==> config.mk <==
export PLATFORM = sky130hd
export DESIGN_NAME = bank_ctrl
export DESIGN_NICKNAME = d
export VERILOG_FILES = /design/src/rtl/bank_ctrl_pkg.sv /design/src/rtl/bank_ctrl_decode.sv /design/src/rtl/bank_zero_fix.sv /design/src/rtl/bank_ctrl_path.sv /design/src/rtl/bank_ctrl.sv
export SDC_FILE = /design/constraint.sdc
export NUM_CORES = 1
export LEC_CHECK = 0
export BUFFER_PORTS_ARGS = -buffer_cell sky130_fd_sc_hd__buf_4
export CORE_UTILIZATION = 37
export CTS_BUF_LIST = sky130_fd_sc_hd__clkbuf_8 sky130_fd_sc_hd__clkbuf_16
export DETAILED_ROUTE_END_ITERATION = 8
export PLACE_DENSITY = 0.85
export SYNTH_ARGS = -nofsm -noshare
export SYNTH_HDL_FRONTEND = slang
export SYNTH_SLANG_ARGS = --single-unit
==> constraint.sdc <==
create_clock -name clk -period 2.3 [get_ports clk]
set_input_delay 0.345 -clock clk [delete_from_list [all_inputs] [get_ports clk]]
set_output_delay 0.345 -clock clk [all_outputs]
set_load 0.01 [all_outputs]
==> src/rtl/bank_ctrl_pkg.sv <==
`timescale 1ns/1ps
package bank_ctrl_pkg;

  // Strobes from the decoder to the register/datapath
  typedef struct packed {
    logic ramEnWr;   // write to RAM-enable region
    logic lowWr;     // write to low ROM bank field
    logic pairWr;    // write to the shared two-bit field
    logic modeWr;    // write to banking mode
    logic romFixRd;  // read of fixed ROM bank
    logic romSwRd;   // read of switchable ROM window
    logic ramRd;     // read in RAM window
    logic ramWr;     // write in RAM window
  } ctrlStrobe_t;

  localparam logic [1:0] REGION_RAMEN = 2'd0;
  localparam logic [1:0] REGION_LOW   = 2'd1;
  localparam logic [1:0] REGION_PAIR  = 2'd2;
  localparam logic [1:0] REGION_MODE  = 2'd3;

  localparam logic [3:0] RAM_KEY = 4'hA;

endpackage

==> src/rtl/bank_ctrl_decode.sv <==
`timescale 1ns/1ps
module bank_ctrl_decode
  import bank_ctrl_pkg::*;
(
  input  logic [15:0]  cpuAddr,
  input  logic         cpuWr,
  input  logic         cpuRd,
  output ctrlStrobe_t  strobe
);

  logic       inRomSpace;
  logic       inFixedRom;
  logic       inSwitchRom;
  logic       inRamWindow;
  logic [1:0] region;

  always_comb begin
    inRomSpace  = ~cpuAddr[15];
    inFixedRom  = (cpuAddr[15:14] == 2'b00);
    inSwitchRom = (cpuAddr[15:14] == 2'b01);
    inRamWindow = (cpuAddr[15:13] == 3'b101);
    region      = cpuAddr[14:13];
  end

  always_comb begin
    strobe          = '0;
    strobe.romFixRd = cpuRd & inFixedRom;
    strobe.romSwRd  = cpuRd & inSwitchRom;
    strobe.ramRd    = cpuRd & inRamWindow;
    strobe.ramWr    = cpuWr & inRamWindow;
    if (cpuWr && inRomSpace) begin
      unique case (region)
        REGION_RAMEN: strobe.ramEnWr = 1'b1;
        REGION_LOW:   strobe.lowWr   = 1'b1;
        REGION_PAIR:  strobe.pairWr  = 1'b1;
        REGION_MODE:  strobe.modeWr  = 1'b1;
        default:      strobe         = strobe;
      endcase
    end
  end

endmodule

==> src/rtl/bank_zero_fix.sv <==
`timescale 1ns/1ps
module bank_zero_fix #(
  parameter int WIDTH = 5
) (
  input  logic [WIDTH-1:0] rawLow,
  output logic [WIDTH-1:0] effLow
);

  logic isZero;

  generate
    if (WIDTH == 1) begin : g_single
      always_comb begin
        isZero = ~rawLow[0];
        effLow = 1'b1;
      end
    end else begin : g_multi
      always_comb begin
        isZero = (rawLow == '0);
        effLow = {rawLow[WIDTH-1:1], rawLow[0] | isZero};
      end
    end
  endgenerate

endmodule

==> src/rtl/bank_ctrl_path.sv <==
`timescale 1ns/1ps
module bank_ctrl_path
  import bank_ctrl_pkg::*;
#(
  parameter int LOW_BITS     = 5,
  parameter int PAIR_BITS    = 2,
  parameter int ROM_OFS_BITS = 14,
  parameter int RAM_OFS_BITS = 13,
  localparam int BANK_BITS   = LOW_BITS + PAIR_BITS,
  localparam int ROM_AW      = BANK_BITS + ROM_OFS_BITS,
  localparam int RAM_AW      = PAIR_BITS + RAM_OFS_BITS
) (
  input  logic                    clk,
  input  logic                    rstN,
  input  ctrlStrobe_t             strobe,
  input  logic [ROM_OFS_BITS-1:0] cpuOfs,
  input  logic [7:0]              wrData,
  input  logic [7:0]              romRdData,
  input  logic [7:0]              ramRdData,
  output logic [7:0]              cpuRdData,
  output logic [ROM_AW-1:0]       romAddr,
  output logic                    romCs,
  output logic [RAM_AW-1:0]       ramAddr,
  output logic                    ramCs,
  output logic                    ramWe,
  output logic [7:0]              ramWrData
);

  logic                 ramEnQ;
  logic                 modeQ;
  logic [LOW_BITS-1:0]  lowQ;
  logic [PAIR_BITS-1:0] romHighQ;
  logic [PAIR_BITS-1:0] ramBankQ;
  logic [LOW_BITS-1:0]  effLow;
  logic [PAIR_BITS-1:0] ramBankSel;

  always_ff @(posedge clk) begin
    if (!rstN) begin
      ramEnQ   <= 1'b0;
      modeQ    <= 1'b0;
      lowQ     <= LOW_BITS'(1);
      romHighQ <= '0;
      ramBankQ <= '0;
    end else begin
      if (strobe.ramEnWr) ramEnQ <= (wrData[3:0] == RAM_KEY);
      if (strobe.lowWr)   lowQ   <= wrData[LOW_BITS-1:0];
      if (strobe.modeWr)  modeQ  <= wrData[0];
      if (strobe.pairWr) begin
        if (modeQ) ramBankQ <= wrData[PAIR_BITS-1:0];
        else       romHighQ <= wrData[PAIR_BITS-1:0];
      end
    end
  end

  bank_zero_fix #(.WIDTH(LOW_BITS)) zeroFixI (
    .rawLow (lowQ),
    .effLow (effLow)
  );

  always_comb begin
    romCs = strobe.romFixRd | strobe.romSwRd;
    if (strobe.romSwRd) romAddr = {romHighQ, effLow, cpuOfs};
    else                romAddr = {{BANK_BITS{1'b0}}, cpuOfs};
  end

  always_comb begin
    ramBankSel = modeQ ? ramBankQ : '0;
    ramAddr    = {ramBankSel, cpuOfs[RAM_OFS_BITS-1:0]};
    ramCs      = ramEnQ & (strobe.ramRd | strobe.ramWr);
    ramWe      = ramEnQ & strobe.ramWr;
    ramWrData  = wrData;
  end

  always_comb begin
    if (romCs)                        cpuRdData = romRdData;
    else if (ramEnQ && strobe.ramRd)  cpuRdData = ramRdData;
    else                              cpuRdData = 8'hFF;
  end

endmodule

==> src/rtl/bank_ctrl.sv <==
`timescale 1ns/1ps
module bank_ctrl
  import bank_ctrl_pkg::*;
#(
  parameter int LOW_BITS     = 5,
  parameter int PAIR_BITS    = 2,
  parameter int ROM_OFS_BITS = 14,
  parameter int RAM_OFS_BITS = 13,
  localparam int ROM_AW      = LOW_BITS + PAIR_BITS + ROM_OFS_BITS,
  localparam int RAM_AW      = PAIR_BITS + RAM_OFS_BITS
) (
  input  logic              clk,
  input  logic              rstN,
  input  logic [15:0]       cpuAddr,
  input  logic [7:0]        cpuWrData,
  input  logic              cpuWr,
  input  logic              cpuRd,
  output logic [7:0]        cpuRdData,
  output logic [ROM_AW-1:0] romAddr,
  output logic              romCs,
  input  logic [7:0]        romRdData,
  output logic [RAM_AW-1:0] ramAddr,
  output logic              ramCs,
  output logic              ramWe,
  output logic [7:0]        ramWrData,
  input  logic [7:0]        ramRdData
);

  ctrlStrobe_t strobe;

  bank_ctrl_decode decodeI (
    .cpuAddr (cpuAddr),
    .cpuWr   (cpuWr),
    .cpuRd   (cpuRd),
    .strobe  (strobe)
  );

  bank_ctrl_path #(
    .LOW_BITS     (LOW_BITS),
    .PAIR_BITS    (PAIR_BITS),
    .ROM_OFS_BITS (ROM_OFS_BITS),
    .RAM_OFS_BITS (RAM_OFS_BITS)
  ) pathI (
    .clk       (clk),
    .rstN      (rstN),
    .strobe    (strobe),
    .cpuOfs    (cpuAddr[ROM_OFS_BITS-1:0]),
    .wrData    (cpuWrData),
    .romRdData (romRdData),
    .ramRdData (ramRdData),
    .cpuRdData (cpuRdData),
    .romAddr   (romAddr),
    .romCs     (romCs),
    .ramAddr   (ramAddr),
    .ramCs     (ramCs),
    .ramWe     (ramWe),
    .ramWrData (ramWrData)
  );

endmodule

### After elaboration in Yosys (flattened, before gate mapping)

Index checks and enable logic that the tools add are counted.

| storage, ports and cells | value |
|---|---|
| bits in registers | 11 |
| bits of input ports | 44 |

| cells by class | value |
|---|---|
| bitwise logic cells | 11 |
| reductions and logical operators | 7 |
| multiplexer cells | 9 |
| eq/ne operators | 6 |

Operator list:

| operator | count |
|---|---|
| $mux W8 | 3 |
| $mux W21 | 1 |
| $and A1 B1 Y1 | 6 |
| $logic_not A5 Y1 | 1 |
| $eq A2 B1 Y1 const B | 2 |
| $eq A2 B2 Y1 const B | 2 |
| $eq A4 B4 Y1 const B | 1 |
| $logic_not A2 Y1 | 2 |
| $mux W1 | 4 |
| $reduce_and A2 Y1 | 2 |
| $eq A3 B3 Y1 const B | 1 |
| $or A1 B1 Y1 | 3 |
| $logic_and A1 B1 Y1 | 2 |
| $mux W2 | 1 |
| $not A1 Y1 | 2 |

### Logic depth before layout (Yosys ltp)

Gate-level depths: netlist (run 1).

| depth | value |
|---|---|
| depth in word-level cells | 6 |
| gate-level depth with buffers | 4 |

### Cells and area by module

A second synthesis (run 1) with hierarchy kept.

| unflattened totals | value |
|---|---|
| cells, all modules | 112 |
| area, all modules | 1011.0 um^2 |

By module, submodules not included:

| module | cells each | area an instance (um^2) | times used |
|---|---|---|---|
| bank_ctrl_path | 98 | 869.6 | 1 |
| bank_ctrl_decode | 8 | 91.3 | 1 |
| bank_zero_fix | 6 | 50.0 | 1 |

### Worst setup path before layout (run 1)

No wires, ideal clock.

| path | value |
|---|---|
| path kind | input to output |
| start point | input cpuAddr[14] |
| end point | output cpuRdData[0] |
| arrival time | 0.945 ns |
| cell stages on the path | 3 |
| setup slack | 1.010 ns |
| path through | and4b_2 > nand2_2 > o22a_1 |

| between the ends | value |
|---|---|
| longest elaborated chain between the ends | 6 |
| elaborated cells between the ends (all ways) | 11 |

RTL lines:

| what | RTL line | text |
|---|---|---|
| start, declared | bank_ctrl.sv:14 | `input logic [15:0] cpuAddr,` |
| $eq A3 B3 Y1 | bank_ctrl_decode.sv:21 | `inRamWindow = (cpuAddr[15:13] == 3'b101);` |
| $and A1 B1 Y1 | bank_ctrl_decode.sv:29 | `strobe.ramRd = cpuRd & inRamWindow;` |
| $mux W8 (*) | bank_ctrl_decode.sv:31 | `if (cpuWr && inRomSpace) begin` |
| $logic_and A1 B1 Y1 | bank_ctrl_path.sv:76 | `else if (ramEnQ && strobe.ramRd) cpuRdData = ramRdData;` |
| $mux W8 | bank_ctrl_path.sv:76 |  |
| $mux W8 (*) | bank_ctrl_path.sv:75 | `if (romCs) cpuRdData = romRdData;` |
| end, declared | bank_ctrl.sv:18 | `output logic [7:0] cpuRdData,` |

Mark *: on every way between the ends. The rest lies on a longest branch, timed or not.

### Worst setup path in the final report (run 1)

| path | value |
|---|---|
| start point | register pathI.ramEnQ |
| end point | output cpuRdData[1] |

| between the ends | value |
|---|---|
| longest elaborated chain between the ends | 3 |

RTL lines:

| what | RTL line | text |
|---|---|---|
| start, declared | bank_ctrl_path.sv:29 | `logic ramEnQ;` |
| start signal, assigned | bank_ctrl_path.sv:45 | `if (strobe.ramEnWr) ramEnQ <= (wrData[3:0] == RAM_KEY);` |
| $logic_and A1 B1 Y1 | bank_ctrl_path.sv:76 |  |
| $mux W8 | bank_ctrl_path.sv:76 |  |
| $mux W8 | bank_ctrl_path.sv:75 |  |

No other way between the ends.

==> flow_metrics.env, run 1 <==
export IMPL_postSynthAreaPerCell_sq_um=8.70
export IMPL_power_density_nw_per_um2=431
export IMPL_die_h_microns=52.2
export IMPL_post_cts_setup_buffers=0
export IMPL_busiest_layer="met2"
export IMPL_antenna_found_initial=0
export IMPL_slew_viol_final=0
export IMPL_hold_viol=0
export IMPL_clockPowerShare_pct=38.6
export IMPL_vias=773
export IMPL_muxShareOfSynthArea_pct=11.8
export IMPL_synth_distinct_cells=24
export IMPL_fill_cells=234
export IMPL_yosysWarnings=0
export IMPL_clock_sinks=11
export IMPL_rows=17
export IMPL_ys_top_cells_by_area="buf_4 28%, dfxtp_1 24%, mux2i_1 12%"
export IMPL_p_sw_share_pct=23.1
export IMPL_ios=99
export IMPL_fin_crit_sh_pct=71.2
export IMPL_routed_wl_microns=2270
export IMPL_gr_total_overflow=0
export IMPL_required_ns=1.96
export IMPL_clkTransAtPathRegs_ns=0.05
export IMPL_fin_nets=171
export IMPL_grt_pass1_wl_microns=3220
export IMPL_critPathMaxFanout=9
export IMPL_p_leak_uw=0.000529
export IMPL_grt_max_degree=14
export IMPL_synthAdderAreaFrac_pct=0
export IMPL_grt_pass1_vias=737
export IMPL_p_comb_share_pct=20.7
export IMPL_drtPass1Iterations=4
export IMPL_synth_compound_area_share_pct=8.33
export IMPL_first_iter_violations=13
export IMPL_area_sequential_sq_um=220
export IMPL_internal_power_uw=371
export IMPL_path_cells="and4b_2 > nand2_2 > o22a_1 > buf_4"
export IMPL_dp_cells=150
export IMPL_worstMarginPinSlew_ns=0.326
export IMPL_cts_htree_levels=1
export IMPL_track_usage_pct=16.3
export IMPL_postRouteAntennaNets=0
export IMPL_cts_root_buf="clkbuf_8"
export IMPL_drive_above_1_share_pct=46.8
export IMPL_cts_buffers_inserted=3
export IMPL_clk_latency_ns=0.24
export IMPL_max_stage_delay_ns=0.33
export IMPL_start_kind="flop"
export IMPL_cts_resized=0
export IMPL_outcome="complete, no violations"
export IMPL_netlist_area_leader_share_pct=28.2
export IMPL_syn_instance_count=107
export IMPL_area_growth_pct=20.2
export IMPL_drc=0
export IMPL_viasPerCell=5.02
export IMPL_cts_tree="yes"
export IMPL_setup_tns_ns=0
export IMPL_use_met2_pct=32.5
export IMPL_antennaDiodeCount=0
export IMPL_hold_class="input pin to flop"
export IMPL_dieArea_sq_um=2720
export IMPL_maxCapViolCount=0
export IMPL_slew_headroom_pct=78.0
export IMPL_fin_util_pct=48.7
export IMPL_final_area_sq_um=1120
export IMPL_gp_congestion=0.680
export IMPL_synth_seq_cells=11
export IMPL_core_sq_um=2300
export IMPL_clock_skew_ns=0.000297
export IMPL_dp_hpwl_microns=1830
export IMPL_synth_area_sq_um=931
export IMPL_vdd_drop_max_uv=303
export IMPL_rsz0062_at_grt="no"
export IMPL_switchingPower_uw=111
export IMPL_arrival_ns=1.29
export IMPL_ys_seq_area_share_pct=23.7
export IMPL_cp_end_kind="primary output"
export IMPL_crit_type="flop to primary output"
export IMPL_avgRoutedWirePerCell_microns=14.7
export IMPL_portBuffers=53
export IMPL_multi_input_area_sq_um=409
export IMPL_use_met3_pct=2.34
export IMPL_place_area_sq_um=1070
export IMPL_clock_path_buffers=2
export IMPL_die_w_microns=52.2
export IMPL_instances_no_fill=154
export IMPL_max_freq_mhz=610
export IMPL_gr_usage_met1_pct=15.7
export IMPL_power_frac_seq_pct=40.7
export IMPL_setup_violations_final=0
export IMPL_postCtsHoldBufs=0
export IMPL_synth_simple_gate_area_share_pct=23.8
export IMPL_period_needed_ns=1.64
export IMPL_synth_xor_area_share_pct=0
export IMPL_synth_top_family_by_area="buffers and inverters"
export IMPL_syn_nets=151
export IMPL_slowest_stage="dfxtp_1"
export IMPL_yosys_area_top_type="buf_4"
export IMPL_initial_core_util_pct=40.5
==> Yosys cell counts (all sizes together) <==
cell type,count
and2,8
nand4b,1
nand4bb,1
nor4,1
o22a,8
nand2b,1
inv,3
nor4b,1
buf,36
nor2,1
and4bb,1
o21a,1
and3b,1
dfxtp,11
mux2i,11
nand2,10
dlymetal6s2s,1
clkbuf,1
nor4bb,1
or2,1
nor2b,6
and4b,1
==> per-layer routing <==
layer | vias up | wire [microns]
met5 | - | 0
met4 | 0 | 38
met3 | 5 | 189
met2 | 62 | 1240
met1 | 344 | 803
li1 | 362 | -
==> worst max-delay path: cells and delay by family, from the launching register on <==
kind                   cells  cell delay [ns]
AO/OA/AOI/OAI              1             0.22
buffers and inverters      1             0.15
flip-flops                 1             0.33
AND/OR/NAND/NOR            2             0.36
==> logic make-up (layout without fill, tap and decap cells) <==
family,after synthesis,in the layout
compound gates,9,9
buf+inv,41,60
flops,11,11
mux,11,11
simple gates,35,35
==> power by group through the flow <==
| stage | logic [uW] | registers, uW | clock network, uW |
|---|---|---|---|
| 4_1_cts | 101 | 197 | 189 |
| 5_1_grt | 107 | 197 | 201 |
| 2_1_floorplan | 95.1 | 199 | 0 |
| 6_report | 99.7 | 197 | 186 |
| 3_3_place_gp | 98.1 | 200 | 0 |
| 3_5_place_dp | 99.9 | 200 | 0 |
==> final timing paths <==
path | cells past startpoint | slack (ns) | startpoint | endpoint
worst max-delay path | 4 | 0.66 | pathI.ramEnQ | cpuRdData[1]
worst min-delay path | 2 | 0.36 | rstN | pathI.lowQ[0]
worst max register to register | 3 | 1.36 | pathI.modeQ | pathI.ramBankQ[1]
worst min register to register | 2 | 0.46 | pathI.romHighQ[1] | pathI.romHighQ[1]
==> area by class of cell <==
type / instances / area share [%]
flip-flops and latches: 11 / 19.7
clock buffers: 3 / 3.69
repair buffers: 53 / 35.6
inverters: 3 / 1.01
multi-input cells: 55 / 36.6
well taps: 28 / 3.13
clock inverters: 1 / 0.336
==> through the flow <==
stage / hold WS, ns / total power, uW / setup slack (ns)
final: 0.358 / 483 / 0.661
after global routing: 0.359 / 505 / 0.604
after CTS: 0.357 / 486 / 0.660
after detailed placement: 0.447 / 300 / 0.716
after global placement: 0.443 / 298 / 0.748
after floorplan: 0.430 / 294 / 1.01
==> placed cells by master, fill, tap and decap left out, types with 3 or more instances in the layout <==
cell       n
o22a_1     8
inv_1      4
dfxtp_1   11
clkbuf_8   3
and2_1     8
mux2i_1   11
nor2b_1    6
buf_4     53
nand2_1    9
==> flip-flops by register name (all words and copies together) (netlist names) <==
signal,flops
pathI.lowQ,5
pathI.modeQ,1
pathI.ramBankQ,2
pathI.ramEnQ,1
pathI.romHighQ,2
No activity file was read; power rests on OpenSTA's default activity.
==> run 2, diff against run 1 <==
ABC_AREA = 1   (was default)
CORE_UTILIZATION = 36   (was 37)
PLACE_DENSITY = 0.8   (was 0.85)
clock period = 1.7 ns   (was 2.3 ns; I/O delays follow)
==> flow_metrics.env, run 2 <==
export IMPL_cts_tree="yes"
export IMPL_initial_core_util_pct=39.6
export IMPL_yosysWarnings=0
export IMPL_period_needed_ns=1.45
export IMPL_postCtsHoldBufs=0
export IMPL_clk_latency_ns=0.23
export IMPL_avgRoutedWirePerCell_microns=9.65
export IMPL_synthArstFlopShare_pct=0
export IMPL_core_sq_um=2570
export IMPL_die_h_microns=55.2
export IMPL_clkTransAtPathRegs_ns=0.05
export IMPL_area_growth_pct=21.2
export IMPL_worstMarginPinSlew_ns=0.272
export IMPL_dp_hpwl_microns=1710
export IMPL_use_met2_pct=18.7
export IMPL_grt_pass1_vias=656
export IMPL_netlist_area_leader_share_pct=25.8
export IMPL_first_iter_violations=11
export IMPL_gr_total_overflow=0
export IMPL_clock_sinks=11
export IMPL_ys_seq_area_share_pct=21.6
export IMPL_final_area_sq_um=1230
export IMPL_fin_util_pct=48.0
export IMPL_layout_common_cells="53 x buf_4, 34 x nor2_1, 31 x inv_1, 18 x nand2_1, 11 x dfxtp_1"
export IMPL_drc=0
export IMPL_busiest_layer="met2"
export IMPL_cts_htree_levels=1
export IMPL_hold_viol=0
export IMPL_place_area_sq_um=1190
export IMPL_max_freq_mhz=690
export IMPL_antennaDiodeCount=0
export IMPL_rsz0062_at_grt="no"
export IMPL_cp_end_kind="primary output"
export IMPL_maxCapViolCount=0
export IMPL_post_cts_setup_buffers=0
export IMPL_grt_max_degree=12
export IMPL_drtPass1Iterations=4
export IMPL_ys_top_cells_by_count="35 x buf_4, 34 x nor2_1, 31 x inv_1"
export IMPL_setup_tns_ns=0
export IMPL_crit_type="flop to primary output"
export IMPL_synth_seq_cells=11
export IMPL_total_power_uw=694
export IMPL_synthFlopType="dfxtp_1"
export IMPL_yosys_area_top_type="buf_4"
export IMPL_reg_top3="pathI.lowQ: 5 flops, pathI.ramBankQ: 2 flops, pathI.romHighQ: 2 flops"
export IMPL_ios=99
export IMPL_hold_class="input pin to flop"
export IMPL_synth_most_common_cell="buf_4"
export IMPL_outcome="complete, no violations"
export IMPL_syn_nets=209
export IMPL_die_w_microns=55.2
export IMPL_syn_instance_count=165
export IMPL_arrival_ns=1.20
export IMPL_synth_distinct_cells=20
export IMPL_viasPerCell=4.19
export IMPL_vdd_drop_max_uv=383
export IMPL_postSynthAreaPerCell_sq_um=6.17
export IMPL_dp_cells=212
export IMPL_slew_viol_final=0
export IMPL_setup_violations_final=0
export IMPL_power_density_nw_per_um2=563
export IMPL_clock_skew_ns=0.00203
export IMPL_vias=906
export IMPL_fin_nets=231
export IMPL_p_leak_uw=0.000692
export IMPL_slew_headroom_pct=81.8
export IMPL_grt_pass1_wl_microns=2840
export IMPL_clock_path_buffers=2
export IMPL_dieArea_sq_um=3040
export IMPL_use_met3_pct=3.01
export IMPL_largest_reg_flops=5
export IMPL_drive_above_1_share_pct=36.6
export IMPL_track_usage_pct=12.5
export IMPL_rows=18
export IMPL_postRouteAntennaNets=0
export IMPL_start_kind="flop"
export IMPL_portBuffers=53
export IMPL_gp_congestion=0.787
export IMPL_gr_usage_met1_pct=17.5
export IMPL_cts_root_buf="clkbuf_8"
export IMPL_cts_resized=0
export IMPL_critPathMaxFanout=8
export IMPL_ys_top_cells_by_area="buf_4 26%, dfxtp_1 22%, nor2_1 13%"
export IMPL_synth_edff_count=0
export IMPL_required_ns=1.44
export IMPL_instances_no_fill=216
export IMPL_mostFrequentLayoutCell="buf_4"
export IMPL_antenna_found_initial=0
export IMPL_fin_crit_sh_pct=85.3
export IMPL_regMostFlops="pathI.lowQ"
export IMPL_routed_wl_microns=2080
export IMPL_cts_buffers_inserted=3
export IMPL_synth_area_sq_um=1020
## run 2: cell count changes after synthesis, moves of 3 or more
cell,previous run,this run
nor2_1,1,34
inv_1,3,31
mux2i_1,11,0
nand2_1,9,18
nand3_1,0,9
and2_1,8,0
o22a_1,8,0
a21oi_1,0,6
nor2b_1,6,0
o21ai_0,0,4
a21oi_2,0,3
## run 2: stage by stage
step	setup slack (ns)	hold WS, ns
after floorplan	0.666	0.391
after global placement	0.390	0.465
after detailed placement	0.371	0.472
after CTS	0.257	0.288
after global routing	0.170	0.290
final	0.250	0.287
## run 2: layout make-up
type | instances | area, sq um
well taps | 30 | 37.5
clock buffers | 3 | 41.3
clock inverters | 1 | 5.00
flip-flops and latches | 11 | 220
multi-input cells | 85 | 405
repair buffers | 53 | 398
inverters | 33 | 125
fillers | 284 | 1340
## run 2: power breakdown
| group | switching [uW] | total, uW | leakage (uW) | internal, uW |
|---|---|---|---|---|
| registers | 4.71 | 270 | 0.0000893 | 266 |
| clock network | 101 | 262 | 0.0000255 | 161 |
| logic | 78.0 | 162 | 0.000577 | 83.7 |
## run 2: path summary, 6_finish.rpt
check	cells after the start	from	slack, ns	end
worst min-delay path	3	cpuWrData[4]	0.29	pathI.lowQ[4]
worst max register to register	5	pathI.modeQ	0.77	pathI.romHighQ[1]
worst min register to register	2	pathI.lowQ[1]	0.48	pathI.lowQ[1]
worst max-delay path	4	pathI.ramEnQ	0.25	cpuRdData[5]
## run 2: layer usage
layer	wire, microns	share of wire (%)	vias to the layer above
met5	0	0	-
met2	1000	48	19
met3	121	5.8	6
met1	942	45	380
li1	-	-	501
met4	17	0.82	0
## run 2: cell families after synthesis
kind of cell	share of synthesized area (%)
compound gates	9.47
flops	21.6
simple gates	30.4
buf+inv	38.5
## run 2: critical path, stage by stage, from the launching register on
cell     delay [ns]
dfxtp_1        0.37
nand2_1        0.16
nor2_8         0.21
a21oi_1        0.09
buf_4          0.14
